File: src/rtl/cdiv_pkg.sv
package cdiv_pkg;

    localparam int DATA_W    = 32;
    localparam int SEL_W     = 4;
    localparam int SHIFT_W   = 3;
    localparam int NUM_CODES = 10;

    typedef enum logic [1:0] {
        PATH_NONE  = 2'd0,
        PATH_RECIP = 2'd1,
        PATH_POW2  = 2'd2
    } path_e;

    typedef struct packed {
        path_e              path;
        logic [DATA_W-1:0]  magic;
        logic               add_back;
        logic [SHIFT_W-1:0] shift;
    } div_cfg_t;

    function automatic div_cfg_t make_cfg(path_e p, logic [DATA_W-1:0] m,
                                          logic ab, logic [SHIFT_W-1:0] s);
        div_cfg_t c;
        c.path     = p;
        c.magic    = m;
        c.add_back = ab;
        c.shift    = s;
        return c;
    endfunction

endpackage

File: src/rtl/cdiv_decode.sv
module cdiv_decode
    import cdiv_pkg::*;
(
    input  logic [SEL_W-1:0] sel,
    output div_cfg_t         cfg
);

    always_comb begin
        case (sel)
            4'd0:    cfg = make_cfg(PATH_POW2,  32'h0000_0000, 1'b0, 3'd1);
            4'd1:    cfg = make_cfg(PATH_RECIP, 32'h5555_5556, 1'b0, 3'd0);
            4'd2:    cfg = make_cfg(PATH_POW2,  32'h0000_0000, 1'b0, 3'd2);
            4'd3:    cfg = make_cfg(PATH_RECIP, 32'h6666_6667, 1'b0, 3'd1);
            4'd4:    cfg = make_cfg(PATH_RECIP, 32'h2AAA_AAAB, 1'b0, 3'd0);
            4'd5:    cfg = make_cfg(PATH_RECIP, 32'h9249_2493, 1'b1, 3'd2);
            4'd6:    cfg = make_cfg(PATH_POW2,  32'h0000_0000, 1'b0, 3'd3);
            4'd7:    cfg = make_cfg(PATH_RECIP, 32'h38E3_8E39, 1'b0, 3'd1);
            4'd8:    cfg = make_cfg(PATH_RECIP, 32'h6666_6667, 1'b0, 3'd2);
            4'd9:    cfg = make_cfg(PATH_RECIP, 32'h51EB_851F, 1'b0, 3'd5);
            default: cfg = make_cfg(PATH_NONE,  32'h0000_0000, 1'b0, 3'd0);
        endcase
    end

endmodule

File: src/rtl/cdiv_recip_path.sv
module cdiv_recip_path
    import cdiv_pkg::*;
#(
    parameter int W = DATA_W
) (
    input  logic [W-1:0]       num,
    input  logic [W-1:0]       magic,
    input  logic               add_back,
    input  logic [SHIFT_W-1:0] shift,
    output logic [W-1:0]       q
);

    localparam int PW = 2 * W;

    logic signed [PW-1:0] num_ext;
    logic signed [PW-1:0] mag_ext;
    logic signed [PW-1:0] prod;
    logic        [W-1:0]  hi_word;
    logic        [W-1:0]  summed;
    logic signed [W-1:0]  shifted;

    assign num_ext = {{W{num[W-1]}}, num};
    assign mag_ext = {{W{magic[W-1]}}, magic};
    assign prod    = num_ext * mag_ext;
    assign hi_word = prod[PW-1:W];

    // Add-back keeps the magic constant inside 32 bits for divisors whose
    // exact reciprocal needs one extra bit.
    assign summed  = add_back ? (hi_word + num) : hi_word;
    assign shifted = $signed(summed) >>> shift;

    // Floor becomes truncation: a negative intermediate gains one.
    assign q = shifted + {{(W-1){1'b0}}, shifted[W-1]};

endmodule

File: src/rtl/cdiv_pow2_path.sv
module cdiv_pow2_path
    import cdiv_pkg::*;
#(
    parameter int W = DATA_W
) (
    input  logic [W-1:0]       num,
    input  logic [SHIFT_W-1:0] shift,
    output logic [W-1:0]       q
);

    logic [W-1:0] one_hot;
    logic [W-1:0] bias;
    logic [W-1:0] biased;

    assign one_hot = {{(W-1){1'b0}}, 1'b1} << shift;
    assign bias    = num[W-1] ? (one_hot - {{(W-1){1'b0}}, 1'b1}) : '0;
    assign biased  = num + bias;
    assign q       = $signed(biased) >>> shift;

endmodule

File: src/rtl/const_div_unit.sv
module const_div_unit
    import cdiv_pkg::*;
(
    input  logic              clk,
    input  logic              rst,
    input  logic              in_valid,
    input  logic [DATA_W-1:0] dividend,
    input  logic [SEL_W-1:0]  sel,
    output logic              out_valid,
    output logic [DATA_W-1:0] quotient,
    output logic              out_err
);

    div_cfg_t          cfg;
    logic [DATA_W-1:0] q_recip;
    logic [DATA_W-1:0] q_pow2;
    logic [DATA_W-1:0] q_next;
    logic              err_next;

    cdiv_decode i_decode (
        .sel (sel),
        .cfg (cfg)
    );

    cdiv_recip_path #(.W(DATA_W)) i_recip (
        .num      (dividend),
        .magic    (cfg.magic),
        .add_back (cfg.add_back),
        .shift    (cfg.shift),
        .q        (q_recip)
    );

    cdiv_pow2_path #(.W(DATA_W)) i_pow2 (
        .num   (dividend),
        .shift (cfg.shift),
        .q     (q_pow2)
    );

    always_comb begin
        q_next   = '0;
        err_next = 1'b0;
        unique case (cfg.path)
            PATH_RECIP: q_next = q_recip;
            PATH_POW2:  q_next = q_pow2;
            default:    err_next = 1'b1;
        endcase
    end

    always_ff @(posedge clk) begin
        if (rst) begin
            out_valid <= 1'b0;
            quotient  <= '0;
            out_err   <= 1'b0;
        end else begin
            out_valid <= in_valid;
            if (in_valid) begin
                quotient <= q_next;
                out_err  <= err_next;
            end
        end
    end

endmodule

File: config.mk
export PLATFORM = sky130hd
export DESIGN_NAME = const_div_unit
export DESIGN_NICKNAME = d
export VERILOG_FILES = /design/src/rtl/cdiv_pkg.sv /design/src/rtl/cdiv_decode.sv /design/src/rtl/cdiv_recip_path.sv /design/src/rtl/cdiv_pow2_path.sv /design/src/rtl/const_div_unit.sv
export SDC_FILE = /design/constraint.sdc
export NUM_CORES = 2
export LEC_CHECK = 0
export BUFFER_PORTS_ARGS = -buffer_cell sky130_fd_sc_hd__buf_2
export CAP_MARGIN = 20
export CORE_MARGIN = 5
export CORE_UTILIZATION = 55
export DETAILED_ROUTE_END_ITERATION = 8
export PLACE_DENSITY = 0.74
export SYNTH_ARGS = -nofsm -noshare
export SYNTH_HDL_FRONTEND = slang
export SYNTH_HIERARCHICAL = 1
export SYNTH_SLANG_ARGS = --single-unit
File: constraint.sdc
create_clock -name clk -period 16.57 [get_ports clk]
set_input_delay 0.8285 -clock clk [delete_from_list [all_inputs] [get_ports clk]]
set_output_delay 0.8285 -clock clk [all_outputs]
set_load 0.05 [all_outputs]
==> results_dict.tcl <==
set metrics [dict create \
    fin_skew_ps 0 \
    first_iter_violations 3642 \
    drv_cap 0 \
    placed_area_um2 49200 \
    period_share 0.938 \
    grt_start_max_net_pins 102 \
    wirelength_um 153000 \
    final.min_clock_period_ps 15540 \
    final_net_count 6783 \
    end_kind "flop" \
    numCtsBuffers 5 \
    hold_buffers 0 \
    die_area_um2 93000 \
    ys_warn_count 6 \
    clk_latency_ps 270 \
    setup.worst_path.start_class "primary input" \
    r2r_setup_slack_ps 15990 \
    die_h_um 305 \
    h-tree-depth 2 \
    grt_pass1_wl_um 243000 \
    core.rowCount 108 \
    root_buffer "clkbuf_16" \
    hold_ws_ps 468 \
    fin_area_um2 49400 \
    dp_hpwl_um 122000 \
    initial_core_util 0.553 \
    hold_path_depth 1 \
    hold_end "quotient[23]$_SDFFE_PP0P_" \
    synth_area_um2 47900 \
    critPathMostFrequentCell "fa_1" \
    synth_seq_area_share 0.0142 \
    drc 0 \
    io_buffers 72 \
    fillers 7732 \
    grt_pass1_vias 42800 \
    worstHoldStart "quotient[23]$_SDFFE_PP0P_" \
    ys_ff_latch 34 \
    die_w_um 305 \
    worstMarginPinSlew_ps 1170 \
    place_congestion 1.02 \
    worstPathMaxFanout 26 \
    grt-ovfl-total 0 \
    wl_per_cell_um 23.4 \
    cts_resized 0 \
    slew_violations 0 \
    crit_type "primary input to flop" \
    setup_viol 0 \
    vias 40400 \
    rsz0062_at_grt "false" \
    relSlewSlack 0.215 \
    tns_ps 0 \
    synth_flop_cell "dfxtp_1" \
    syn-mean-instance-area_um2 8.61 \
    crit_required_ps 16730 \
    r2r_cells 1 \
    cts_setup_buffers 0 \
    status "finished, final reports clean" \
    ant_nets 0 \
    grt_antenna_before_repair 6 \
    ys_types 120 \
    vias_per_cell 6.15 \
    async_flop_share 0 \
    cts.reportedPaths.clkPinSlew_ps 50 \
    dr.pass1.iters 9 \
    synth_edf_count 0 \
    crit_arrival_ps 15700 \
    gr-usage-all-layers 0.331 \
    clk_path_buf_depth 2 \
    coreArea_um2 86600 \
    cts.sinks 34 \
    drive_gt1_frac 0.0585 \
    fin_util 0.570 \
    synth_cells 5560 \
    fmax_mhz 64.4 \
    cts_tree "done" \
    slowest_stage "o21ai_4" \
    ios 73 \
    syn2layout_area_growth_pct 3.22 \
    rr_endpoint "quotient[31]$_SDFFE_PP0P_" \
    r2r_start "quotient[31]$_SDFFE_PP0P_" \
    hold_viol_final 0 \
    cpPeakStageDelay_ps 790 \
    hp-class "flop to flop" \
]
## cell families (layout without fill, tap and decap cells)
logic type / Yosys count / in the layout / synth area share
AOI/OAI and AO/OA: 821 / 821 / 0.126
DFF: 34 / 34 / 0.0142
and+or+nand+nor: 1862 / 1862 / 0.193
other: 1 / 12 / 0.0000784
buffers and inverters: 1297 / 1135 / 0.105
adders and majority gates: 1339 / 1339 / 0.520
xor gates and xnor gates: 115 / 115 / 0.0212
muxes: 91 / 91 / 0.0211
## worst max-delay path by stage
| stage | endpoint | cells past startpoint | slack (ps) | startpoint |
|---|---|---|---|---|
| after floorplan | quotient[21]$_SDFFE_PP0P_ | 44 | 3470 | sel[1] |
| after global placement | quotient[21]$_SDFFE_PP0P_ | 40 | 1180 | sel[1] |
| after detailed placement | quotient[21]$_SDFFE_PP0P_ | 39 | 970 | sel[2] |
| after CTS | quotient[21]$_SDFFE_PP0P_ | 40 | 1200 | sel[1] |
| after global routing | quotient[21]$_SDFFE_PP0P_ | 40 | 270 | sel[1] |
| final | quotient[21]$_SDFFE_PP0P_ | 40 | 1030 | sel[1] |
## synth_stat cells, drive strengths merged (37+ instances only)
cell / instances / area share
a211oi: 43 / 0.0072
clkbuf: 281 / 0.022
nand3: 69 / 0.0072
mux2i: 59 / 0.012
nand2: 759 / 0.060
a21oi: 172 / 0.018
o211ai: 51 / 0.0083
and2: 502 / 0.066
xnor2: 73 / 0.014
xor2: 42 / 0.0077
a21o: 44 / 0.0069
inv: 964 / 0.076
nor2: 211 / 0.017
ha: 256 / 0.067
buf: 49 / 0.0068
nand4: 58 / 0.0078
o21a: 37 / 0.0058
fa: 1083 / 0.45
nor3: 78 / 0.0082
o21ai: 140 / 0.015
## registers in the layout, summed over array words and instances (netlist names)
signal / count
out_valid: 1
out_err: 1
quotient: 32
## worst max-delay path: cells and delay by family
| kind | cells | cell delay, ps |
|---|---|---|
| and+or+nand+nor | 7 | 2840 |
| muxes | 1 | 200 |
| adders and majority gates | 12 | 5990 |
| buffers and inverters | 6 | 1310 |
| AOI/OAI and AO/OA | 12 | 4160 |
| xor gates and xnor gates | 2 | 290 |
## placed cells by master (no fill, tap or decap), drive strengths merged, types with 11 or more instances in the layout
cell type	instances
fa	1083
inv	964
nand2	759
and2	502
ha	256
nor2	211
a21oi	172
buf	159
o21ai	140
nor3	78
xnor2	73
nand3	69
mux2i	59
nand4	58
o211ai	51
a21o	44
a211oi	43
xor2	42
o21a	37
a22oi	36
o2bb2ai	36
nand2b	35
dfxtp	34
and3	32
mux2	27
o2111ai	25
a31oi	24
nor2b	22
or3	20
a211o	18
o22ai	17
nor4	15
a221oi	14
o31ai	14
a2111oi	14
o21bai	13
or2	12
a21boi	12
o221ai	11
## routing by layer
layer	GRT usage	part of all wire
met3	0.0578	0.089
met5	0	0.000085
met1	0.439	0.39
met4	0.126	0.050
met2	0.548	0.47
## metrics by stage
stage                     setup WS [ps]  std cells
after floorplan                    3470       5568
after global placement             1180       6548
after detailed placement            965       6550
after CTS                          1200       6558
after global routing                274       6562
final                              1030       6564
## area by class of cell
| cell class | instances | area, um2 | share of cell area |
|---|---|---|---|
| flip-flops and latches | 34 | 681 | 0.0138 |
| inverters | 967 | 3630 | 0.0735 |
| diodes | 3 | 7.51 | 0.000152 |
| multi-input cells | 4237 | 42400 | 0.858 |
| clock inverters | 1 | 5.00 | 0.000101 |
| repair buffers | 160 | 1120 | 0.0227 |
| well taps | 1155 | 1450 | 0.0293 |
| clock buffers | 7 | 143 | 0.00289 |
Power is left out: the tool's default activity adds up to more than one toggle a clock period on the data nets, which glitch-free logic cannot reach.
